<file path="src/rtl/usb_irq_pkg.sv">
package usb_irq_pkg;
  localparam int NUM_EP  = 16;
  localparam int B_RST   = 16;
  localparam int B_SUSP  = 17;
  localparam int B_RESM  = 18;
  localparam int B_SOF   = 19;
  localparam int B_PSOF  = 20;
  localparam int B_EOT   = 21;
  localparam int B_SPEOT = 22;
  localparam int NSRC    = 23;
  localparam int STAT_W  = NSRC + 1;
  localparam logic [NSRC-1:0] EP_MASK  = {{(NSRC-NUM_EP){1'b0}}, {NUM_EP{1'b1}}};
  localparam logic [NSRC-1:0] BUS_MASK = ~EP_MASK;
endpackage

</file>
<file path="src/rtl/usb_irq_frame_timer.sv">
module usb_irq_frame_timer #(
  parameter int TICKS_PER_FRAME = 12000,
  parameter int MISS_LIMIT      = 3
) (
  input  logic clk,
  input  logic rst,
  input  logic tick,
  input  logic sof,
  output logic psof_o,
  output logic miss_susp_o
);
  localparam int CW = $clog2(TICKS_PER_FRAME);
  localparam int MW = $clog2(MISS_LIMIT + 1);

  logic [CW-1:0] cnt_q;
  logic [MW-1:0] miss_q;
  logic          armed_q;

  assign psof_o      = armed_q && tick && !sof && (cnt_q == CW'(TICKS_PER_FRAME - 1));
  assign miss_susp_o = psof_o && (miss_q == MW'(MISS_LIMIT - 1));

  always_ff @(posedge clk) begin
    if (rst) begin
      cnt_q   <= '0;
      miss_q  <= '0;
      armed_q <= 1'b0;
    end else if (sof) begin
      cnt_q   <= '0;
      miss_q  <= '0;
      armed_q <= 1'b1;
    end else if (psof_o) begin
      cnt_q <= '0;
      if (miss_susp_o) begin
        miss_q  <= '0;
        armed_q <= 1'b0;
      end else begin
        miss_q <= miss_q + 1'b1;
      end
    end else if (armed_q && tick) begin
      cnt_q <= cnt_q + 1'b1;
    end
  end

  // a real start-of-frame re-arms and zeroes the miss count
  a_r5_sof_rearm: assert property (@(posedge clk) disable iff (rst)
    sof |=> (armed_q && miss_q == '0));
  // reaching the miss limit parks the watchdog
  a_r5_park: assert property (@(posedge clk) disable iff (rst)
    (miss_susp_o && !sof) |=> !armed_q);
  // miss count never reaches the limit while armed
  a_r5_miss_bound: assert property (@(posedge clk) disable iff (rst)
    miss_q < MW'(MISS_LIMIT));
  // a pseudo tick restarts the frame count
  a_r4_restart: assert property (@(posedge clk) disable iff (rst)
    psof_o |=> (cnt_q == '0));
endmodule

</file>
<file path="src/rtl/usb_irq_latch_bank.sv">
module usb_irq_latch_bank
  import usb_irq_pkg::*;
(
  input  logic              clk,
  input  logic              rst,
  input  logic [NSRC-1:0]   set_vec,
  input  logic              stat_rd,
  input  logic [NUM_EP-1:0] ep_rd,
  output logic [NSRC-1:0]   lat_q
);
  logic [NSRC-1:0] clr_vec;

  always_comb begin
    clr_vec = {NSRC{stat_rd}} & BUS_MASK;
    clr_vec[NUM_EP-1:0] = ep_rd;
  end

  always_ff @(posedge clk) begin
    if (rst) lat_q <= '0;
    else     lat_q <= (lat_q & ~clr_vec) | set_vec;
  end

  // every strobed source is set after the edge
  a_r6_set_wins: assert property (@(posedge clk) disable iff (rst)
    (|set_vec) |=> ((lat_q & $past(set_vec)) == $past(set_vec)));
  // endpoint bits survive when no endpoint read is strobed
  a_r2_ep_hold: assert property (@(posedge clk) disable iff (rst)
    (ep_rd == '0) |=> ((lat_q & $past(lat_q) & EP_MASK) == ($past(lat_q) & EP_MASK)));
  // a status read with no new bus events empties the bus-event bits
  a_r1_bus_clear: assert property (@(posedge clk) disable iff (rst)
    (stat_rd && ((set_vec & BUS_MASK) == '0)) |=> ((lat_q & BUS_MASK) == '0));
endmodule

</file>
<file path="src/rtl/usb_irq_out_drv.sv">
module usb_irq_out_drv
  import usb_irq_pkg::*;
#(
  parameter int PULSE_W = 4
) (
  input  logic            clk,
  input  logic            rst,
  input  logic [NSRC-1:0] active_vec,
  input  logic            gie,
  input  logic            pulse_mode,
  output logic            int_n
);
  localparam int PW = $clog2(PULSE_W + 1);

  logic [NSRC-1:0] prev_q;
  logic [NSRC-1:0] new_bits;
  logic [PW-1:0]   pcnt_q;

  assign new_bits = active_vec & ~prev_q;

  always_ff @(posedge clk) begin
    if (rst) begin
      prev_q <= '0;
      pcnt_q <= '0;
      int_n  <= 1'b1;
    end else begin
      prev_q <= active_vec;
      if (!gie) begin
        pcnt_q <= '0;
        int_n  <= 1'b1;
      end else if (!pulse_mode) begin
        pcnt_q <= '0;
        int_n  <= ~(|active_vec);
      end else if (|new_bits) begin
        pcnt_q <= PW'(PULSE_W - 1);
        int_n  <= 1'b0;
      end else if (pcnt_q != '0) begin
        pcnt_q <= pcnt_q - 1'b1;
        int_n  <= 1'b0;
      end else begin
        int_n  <= 1'b1;
      end
    end
  end

  // pin is released whenever the global enable is off
  a_r7_gate: assert property (@(posedge clk) disable iff (rst)
    !gie |=> int_n);
  // no enabled pending source in level mode means a quiet pin
  a_r7_level_idle: assert property (@(posedge clk) disable iff (rst)
    (!pulse_mode && active_vec == '0) |=> int_n);
  // level mode follows any enabled pending source
  a_r8_level_low: assert property (@(posedge clk) disable iff (rst)
    (gie && !pulse_mode && (|active_vec)) |=> !int_n);
  // a new enabled source in pulse mode starts a low pulse
  a_r9_pulse_start: assert property (@(posedge clk) disable iff (rst)
    (gie && pulse_mode && (|new_bits)) |=> !int_n);
endmodule

</file>
<file path="src/rtl/usb_irq_ctrl.sv">
module usb_irq_ctrl
  import usb_irq_pkg::*;
#(
  parameter int TICKS_PER_FRAME = 12000,
  parameter int MISS_LIMIT      = 3,
  parameter int PULSE_W         = 4
) (
  input  logic              clk,
  input  logic              rst,
  input  logic              tick_12m,
  input  logic              ev_bus_reset,
  input  logic              ev_suspend,
  input  logic              ev_resume,
  input  logic              ev_sof,
  input  logic              ev_eot,
  input  logic              ev_setup_eot,
  input  logic [NUM_EP-1:0] ep_evt,
  input  logic              bus_live,
  input  logic              en_we,
  input  logic [NSRC-1:0]   en_wdata,
  input  logic              mode_we,
  input  logic              mode_gie,
  input  logic              mode_pulse,
  input  logic              stat_rd,
  input  logic [NUM_EP-1:0] ep_rd,
  output logic [STAT_W-1:0] stat_q,
  output logic              int_n
);
  logic [NSRC-1:0] mask_q;
  logic            gie_q;
  logic            pulse_q;
  logic [NSRC-1:0] set_vec;
  logic [NSRC-1:0] lat_q;
  logic            psof;
  logic            miss_susp;

  always_ff @(posedge clk) begin
    if (rst) begin
      mask_q  <= '0;
      gie_q   <= 1'b0;
      pulse_q <= 1'b0;
    end else begin
      if (en_we) mask_q <= en_wdata;
      if (mode_we) begin
        gie_q   <= mode_gie;
        pulse_q <= mode_pulse;
      end
    end
  end

  usb_irq_frame_timer #(
    .TICKS_PER_FRAME(TICKS_PER_FRAME),
    .MISS_LIMIT     (MISS_LIMIT)
  ) u_frame (
    .clk        (clk),
    .rst        (rst),
    .tick       (tick_12m),
    .sof        (ev_sof),
    .psof_o     (psof),
    .miss_susp_o(miss_susp)
  );

  always_comb begin
    set_vec              = '0;
    set_vec[NUM_EP-1:0]  = ep_evt;
    set_vec[B_RST]       = ev_bus_reset;
    set_vec[B_SUSP]      = ev_suspend | miss_susp;
    set_vec[B_RESM]      = ev_resume;
    set_vec[B_SOF]       = ev_sof;
    set_vec[B_PSOF]      = psof;
    set_vec[B_EOT]       = ev_eot;
    set_vec[B_SPEOT]     = ev_setup_eot;
  end

  usb_irq_latch_bank u_latch (
    .clk    (clk),
    .rst    (rst),
    .set_vec(set_vec),
    .stat_rd(stat_rd),
    .ep_rd  (ep_rd),
    .lat_q  (lat_q)
  );

  assign stat_q = {bus_live, lat_q};

  usb_irq_out_drv #(.PULSE_W(PULSE_W)) u_out (
    .clk       (clk),
    .rst       (rst),
    .active_vec(lat_q & mask_q),
    .gie       (gie_q),
    .pulse_mode(pulse_q),
    .int_n     (int_n)
  );

  // reset empties the mask, the global enable and every latch
  a_r10_reset_clear: assert property (@(posedge clk)
    rst |=> (mask_q == '0 && !gie_q && lat_q == '0));
  // the bus-status bit mirrors the live input
  always_comb a_r3_live: assert (stat_q[STAT_W-1] == bus_live);
endmodule

</file>
<file path="config.mk">
export PLATFORM = sky130hd
export DESIGN_NAME = usb_irq_ctrl
export DESIGN_NICKNAME = d
export VERILOG_FILES = /design/src/rtl/usb_irq_pkg.sv /design/src/rtl/usb_irq_frame_timer.sv /design/src/rtl/usb_irq_latch_bank.sv /design/src/rtl/usb_irq_out_drv.sv /design/src/rtl/usb_irq_ctrl.sv
export SDC_FILE = /design/constraint.sdc
export NUM_CORES = 1
export LEC_CHECK = 0
export BUFFER_PORTS_ARGS = -buffer_cell sky130_fd_sc_hd__buf_4
export CAP_MARGIN = 20
export CORE_MARGIN = 8
export CORE_UTILIZATION = 55
export DETAILED_ROUTE_END_ITERATION = 8
export MAX_ROUTING_LAYER = met4
export PLACE_DENSITY = 0.85
export SLEW_MARGIN = 20
export SYNTH_ARGS = -nofsm -noshare
export SYNTH_HDL_FRONTEND = slang
export SYNTH_SLANG_ARGS = --single-unit
</file>
<file path="constraint.sdc">
create_clock -name clk -period 4 [get_ports clk]
set_clock_uncertainty 0.1 [all_clocks]
set_input_delay 0.2 -clock clk [delete_from_list [all_inputs] [get_ports clk]]
set_output_delay 0.2 -clock clk [all_outputs]
set_load 0.1 [all_outputs]
</file>
==> flow_metrics.py, run 1 <==
metrics = {
    "drt": {
        "drt_wl_total_mm": 9.79,
        "antenna_left": 0,
        "drc": 0,
        "wl_per_cell_um": 16.5,
        "viasPerCell": 5.34,
        "drt_pre_antenna_iters": 5,
        "drt-initial-drc-count": 187,
        "via_count": 3169,
    },
    "place": {
        "port-buffer-count": 92,
        "gp_congestion": 0.798,
        "pre_cts_ws_ns": 2.17,
        "placed_cell_area_um2": 4160,
        "dpl.hpwl_mm": 6.09,
    },
    "die": {
        "die-area_um2": 9030,
        "die_w_um": 95.0,
        "ios": 95,
        "die_h_um": 95.0,
        "core.rowCount": 28,
        "core_area_um2": 5990,
        "initial_core_util_pct": 57.3,
    },
    "global_routing": {
        "grt_usage_pct": 23.0,
        "grt_pass1_wl_mm": 15.5,
        "grt_pass1_vias": 3330,
        "globalRoute.totalOverflow": 0,
        "grt_max_degree": 76,
        "antenna_found_initial": 0,
    },
    "setup_path": {
        "cp_slowest_cell": "dfxtp_1",
        "crit_path_end_kind": "flip-flop",
        "worstSetupPathType": "reg -> reg",
        "crit_fanout": 7,
        "slowest_delay_ns": 0.40,
        "arrival_ns": 2.02,
        "worstPathRequired_ns": 4.18,
        "setup.worst_path.start_class": "flip-flop",
        "path_cells": "ha_1, nand3_1, nor2_4, nand4_2, or3_1, a211oi_1",
    },
    "final_layout": {
        "multi_input_area_um2": 1440,
        "final_layout_size_suffix_gt1_share_pct": 21.6,
        "area_delta_synth_final_pct": 38.9,
        "nFillCells": 403,
        "final_cell_area_um2": 4770,
        "diodes": 0,
        "final_util_pct": 79.6,
        "seq_area_um2": 1840,
        "final_net_count": 587,
    },
    "pwr": {
        "peakVddDrop_uv": 288,
        "p_per_area_nw_per_um2": 388,
        "p_leak_nw": 2.17,
    },
    "clock_network": {
        "cts_setup_buffers": 0,
        "htree_levels": 3,
        "clkTransAtPathRegs_ns": 0.09,
        "clk_latency_ns": 0.36,
        "cts_buffers": 9,
        "clk_path_buf_depth": 2,
        "clock-root-buffer": "clkbuf_8",
        "clock_sinks": 92,
        "ctsResizeCount": 0,
        "tritoncts": "built",
    },
    "yosys": {
        "syn-num-nets": 453,
        "synth_edf_count": 0,
        "yosys_warnings": 0,
        "synth_cells": 379,
        "yosys-top-cells-count": "dfxtp_1 (92), nor2_1 (85), nand2_1 (36), mux2i_1 (26)",
        "syn-cell-area_um2": 3430,
        "synth_area_leaders": "dfxtp_1 (54%), nor2_1 (9.3%), mux2i_1 (7.6%)",
        "async_reset_ff_share_pct": 0,
        "yosysMostFrequentCell": "dfxtp_1",
        "ys_seq_elements": 92,
        "yosysTopAreaCellShare_pct": 53.6,
        "syn_area_per_cell_um2": 9.06,
        "synthFlopType": "dfxtp_1",
        "synth_cell_types": 38,
        "synth_top_area_cell": "dfxtp_1",
        "synth_seq_area_share_pct": 53.6,
    },
    "min_path": {
        "hold_path.class": "in -> reg",
    },
    "sta": {
        "fin_crit_ns": 1.84,
        "setup_ws_ns": 2.16,
        "final-hold-violation-count": 0,
        "rsz0062_at_grt": "false",
        "max_freq_ghz": 0.543,
        "setup_viol": 0,
        "max_slew.worst_pin.slew_ns": 0.744,
        "relSlewSlack_pct": 50.4,
        "maxSlewViolCount": 0,
        "tns_ns": 0,
        "period_share_pct": 46.0,
    },
    "flow_run": {
        "cap_violations": 0,
    },
    "status": {
        "status": "completed",
    },
}
[repair_timing]
action | CTS | global route
setup endpoints to repair | 0 | 0
endpoints found under the hold margin | 45 | 0
hold buffers | 44 | 0
[worst paths after layout]
check	cells after the start	startpoint	slack [ns]	to
worst max-delay path	6	u_frame.cnt_q[0]	2.16	u_frame.miss_q[0]
worst min-delay path	3	en_wdata[19]	0.008	mask_q[19]
worst max register to register	6	u_frame.cnt_q[0]	2.16	u_frame.miss_q[0]
worst min register to register	2	u_frame.miss_q[1]	0.38	u_frame.miss_q[1]
[critical path: cells and delay by family (launching register included)]
family | cells | cell delay (ns)
DFF | 1 | 0.40
adders and majority gates | 1 | 0.16
and+or+nand+nor | 4 | 0.87
AOI/OAI and AO/OA | 1 | 0.23
[power breakdown]
group | total (mW) | internal (mW) | switching (mW) | leakage [nW]
logic | 0.323 | 0.125 | 0.198 | 1.33
clock network | 0.549 | 0.226 | 0.323 | 0.0864
registers | 0.978 | 0.950 | 0.0276 | 0.754
total | 1.85 | 1.30 | 0.549 | 2.17
[layer usage]
layer | part of all wire [%] | GRT usage, %
met3 | 5.4 | 4.01
met2 | 54 | 41.4
met1 | 37 | 22.5
met4 | 4.1 | 14.3
met5 | 0 | -
[final cells by class]
cell class / instances / area share [%]
clock buffers: 10 / 2.68
clock inverters: 6 / 0.839
inverters: 25 / 1.97
multi-input cells: 249 / 30.2
flip-flops and latches: 92 / 38.6
well taps: 75 / 1.97
repair buffers: 136 / 23.7
[state kept, by name, indices dropped and copies added, names as in the netlist]
register         cells
gie_q                1
mask_q              23
pulse_q              1
u_frame.armed_q      1
u_frame.cnt_q       14
u_frame.miss_q       2
u_latch.lat_q       23
u_out.int_n          1
u_out.pcnt_q         3
u_out.prev_q        23
[cells by family (layout without fill, tap and decap cells)]
| kind of cell | after synthesis | in the layout | synth area share, % |
|---|---|---|---|
| AND/OR/NAND/NOR | 164 | 164 | 22.2 |
| flip-flops | 92 | 92 | 53.6 |
| AO/OA/AOI/OAI | 41 | 41 | 7.14 |
| buffers and inverters | 38 | 177 | 4.37 |
| multiplexers | 26 | 26 | 7.58 |
| XOR/XNOR | 14 | 14 | 3.57 |
| adder cells (fa/ha/maj) | 4 | 4 | 1.46 |
[cell usage in the layout (no fill, tap or decap), types with 5 or more instances in the layout]
master         count
mux2i_1           26
nand3_1            5
nand4_1            7
xnor2_1            6
nor2_1            85
a21oi_1           25
dlygate4sd3_1     44
nand3b_1          10
o22ai_1            5
dfxtp_1           92
buf_4             92
nand2_1           36
clkbuf_8           9
and3_1             5
xor2_1             8
inv_1             25
[per-stage QoR]
stage	std cells	hold slack (ns)	power, mW
detailed placement	533	0.303	1.28
global placement	533	0.303	1.27
floorplan	379	0.177	1.18
CTS	593	0.00329	1.84
finish	593	0.00787	1.85
global route	593	0.00882	1.91
No activity file was read; power rests on OpenSTA's default activity.
==> inputs of run 2 (changes only) <==
--- a/config.mk
+++ b/config.mk
@@ -8,10 +8,10 @@
 export BUFFER_PORTS_ARGS = -buffer_cell sky130_fd_sc_hd__buf_4
 export CAP_MARGIN = 20
 export CORE_MARGIN = 8
-export CORE_UTILIZATION = 55
+export CORE_UTILIZATION = 46
 export DETAILED_ROUTE_END_ITERATION = 8
 export MAX_ROUTING_LAYER = met4
-export PLACE_DENSITY = 0.85
+export PLACE_DENSITY = 0.76
 export SLEW_MARGIN = 20
 export SYNTH_ARGS = -nofsm -noshare
 export SYNTH_HDL_FRONTEND = slang
==> constraint.sdc (replaced) <==
create_clock -name clk -period 1.6 [get_ports clk]
set_clock_uncertainty 0.1 [all_clocks]
set_input_delay 0.08 -clock clk [delete_from_list [all_inputs] [get_ports clk]]
set_output_delay 0.08 -clock clk [all_outputs]
set_load 0.1 [all_outputs]
==> flow_metrics.py, run 2 (synthesis results as in run 1) <==
metrics = {
    "clock_network": {
        "clk_path_buf_depth": 2,
        "clock-root-buffer": "clkbuf_8",
        "clock_sinks": 92,
        "htree_levels": 3,
        "clkTransAtPathRegs_ns": 0.08,
        "cts_buffers": 9,
        "tritoncts": "built",
        "clk_latency_ns": 0.36,
    },
    "final_layout": {
        "final_cells": 654,
        "reg.largest.list": "mask_q (23), u_latch.lat_q (23), u_out.prev_q (23)",
        "final_cell_area_um2": 5330,
        "final_layout_size_suffix_gt1_share_pct": 30.9,
        "final_cell_mix": "buf_4 (104), nor2_1 (85), dfxtp_1 (67)",
        "nFillCells": 505,
        "seq_area_um2": 1920,
        "final_net_count": 623,
        "multi_input_area_um2": 1520,
        "final_util_pct": 73.4,
        "area_delta_synth_final_pct": 55.1,
        "layout_commonest_cell": "buf_4",
    },
    "sta": {
        "final-hold-violation-count": 0,
        "max_freq_ghz": 0.633,
        "whs_ns": 0.0142,
        "fin_crit_ns": 1.58,
        "period_share_pct": 98.7,
        "max_slew.worst_pin.slew_ns": 0.405,
        "setup_viol": 0,
        "maxSlewViolCount": 0,
        "rsz0062_at_grt": "true",
        "relSlewSlack_pct": 73.0,
    },
    "die": {
        "core_area_um2": 7250,
        "die-area_um2": 10500,
        "die_h_um": 102,
        "initial_core_util_pct": 47.3,
        "core.rowCount": 31,
        "die_w_um": 102,
        "ios": 95,
    },
    "global_routing": {
        "globalRoute.totalOverflow": 0,
        "grt_pass1_vias": 3272,
        "antenna_found_initial": 1,
        "grt_pass1_wl_mm": 15.1,
        "grt_usage_pct": 19.1,
        "grt_max_degree": 75,
    },
    "place": {
        "port-buffer-count": 92,
        "dp.cells": 568,
        "placed_cell_area_um2": 4420,
        "gp_congestion": 0.814,
        "dpl.hpwl_mm": 6.13,
    },
    "pwr": {
        "p_leak_nw": 2.40,
        "peakVddDrop_uv": 580,
        "power.total_mw": 4.73,
        "p_per_area_nw_per_um2": 889,
    },
    "drt": {
        "drt-initial-drc-count": 85,
        "wl_per_cell_um": 14.8,
        "drt_wl_total_mm": 9.70,
        "viasPerCell": 4.88,
        "drt_pre_antenna_iters": 6,
        "via_count": 3192,
        "antenna_left": 0,
        "drc": 0,
    },
    "setup_path": {
        "r2r_setup_slack_ns": 0.02,
        "crit_fanout": 4,
        "slowest_delay_ns": 0.35,
        "worstPathRequired_ns": 1.78,
        "cp_slowest_cell": "or3_4",
        "crit_path_end_kind": "flip-flop",
        "arrival_ns": 1.76,
        "setup.worst_path.start_class": "flip-flop",
        "path_cells": "ha_1, nand3_2, nor2_4, nand4_4, or3_4, a211oi_2",
        "worstSetupPathType": "reg -> reg",
    },
    "status": {
        "status": "completed",
    },
    "flow_run": {
        "cap_violations": 0,
    },
    "min_path": {
        "hold_path.class": "in -> reg",
    },
}
[run 2: routing by layer]
metal / track usage (%) / vias up / share of wire (%)
li1: - / 1601 / -
met1: 18.9 / 1491 / 39
met2: 34.0 / 74 / 53
met3: 5.25 / 26 / 5.2
met4: 8.92 / 0 / 3.1
met5: - / - / 0
[run 2: final timing paths]
check / startpoint / to / cells after the start
worst max register to register: u_frame.cnt_q[0] / u_frame.miss_q[1] / 6
worst min register to register: mask_q[21] / u_out.prev_q[21] / 2
worst max-delay path: u_frame.cnt_q[0] / u_frame.miss_q[1] / 6
worst min-delay path: stat_rd / u_latch.lat_q[20] / 4
[run 2: per-stage QoR]
step | worst slack [ns] | setup TNS (ns)
3_3_place_gp | 0.0666 | 0
4_1_cts | 0.0114 | 0
2_1_floorplan | -0.0180 | -0.0180
5_1_grt | -0.0393 | -0.107
3_5_place_dp | 0.0315 | 0
6_report | 0.0214 | 0
[run 2: final cells by class]
cell class | instances | share of cell area, %
Sequential cell | 92 | 36.1
Tap cell | 99 | 2.33
Inverter | 25 | 1.76
Multi-Input combinational cell | 249 | 28.6
Clock buffer | 11 | 2.66
Clock inverter | 5 | 0.681
Timing Repair Buffer | 172 | 27.8
Antenna cell | 1 | 0.0470
[run 2: what timing repair did]
item	CTS	global route
setup buffers	0	3
endpoints found under the hold margin	51	0
hold buffers	66	0
resized for setup	0	13
setup endpoints to repair	0	7
[run 2: power breakdown]
part	switching, mW	internal, mW	leakage, nW	total [mW]
clock	0.806	0.610	0.0820	1.42
combinational	0.501	0.375	1.55	0.876
sequential	0.0737	2.37	0.767	2.44
[run 2: worst max-delay path: cells and delay by family (launching register included)]
family,cells,cell delay (ns)
compound gates,1,0.20
simple gates,4,0.72
flops,1,0.34
fa+ha+maj,1,0.16
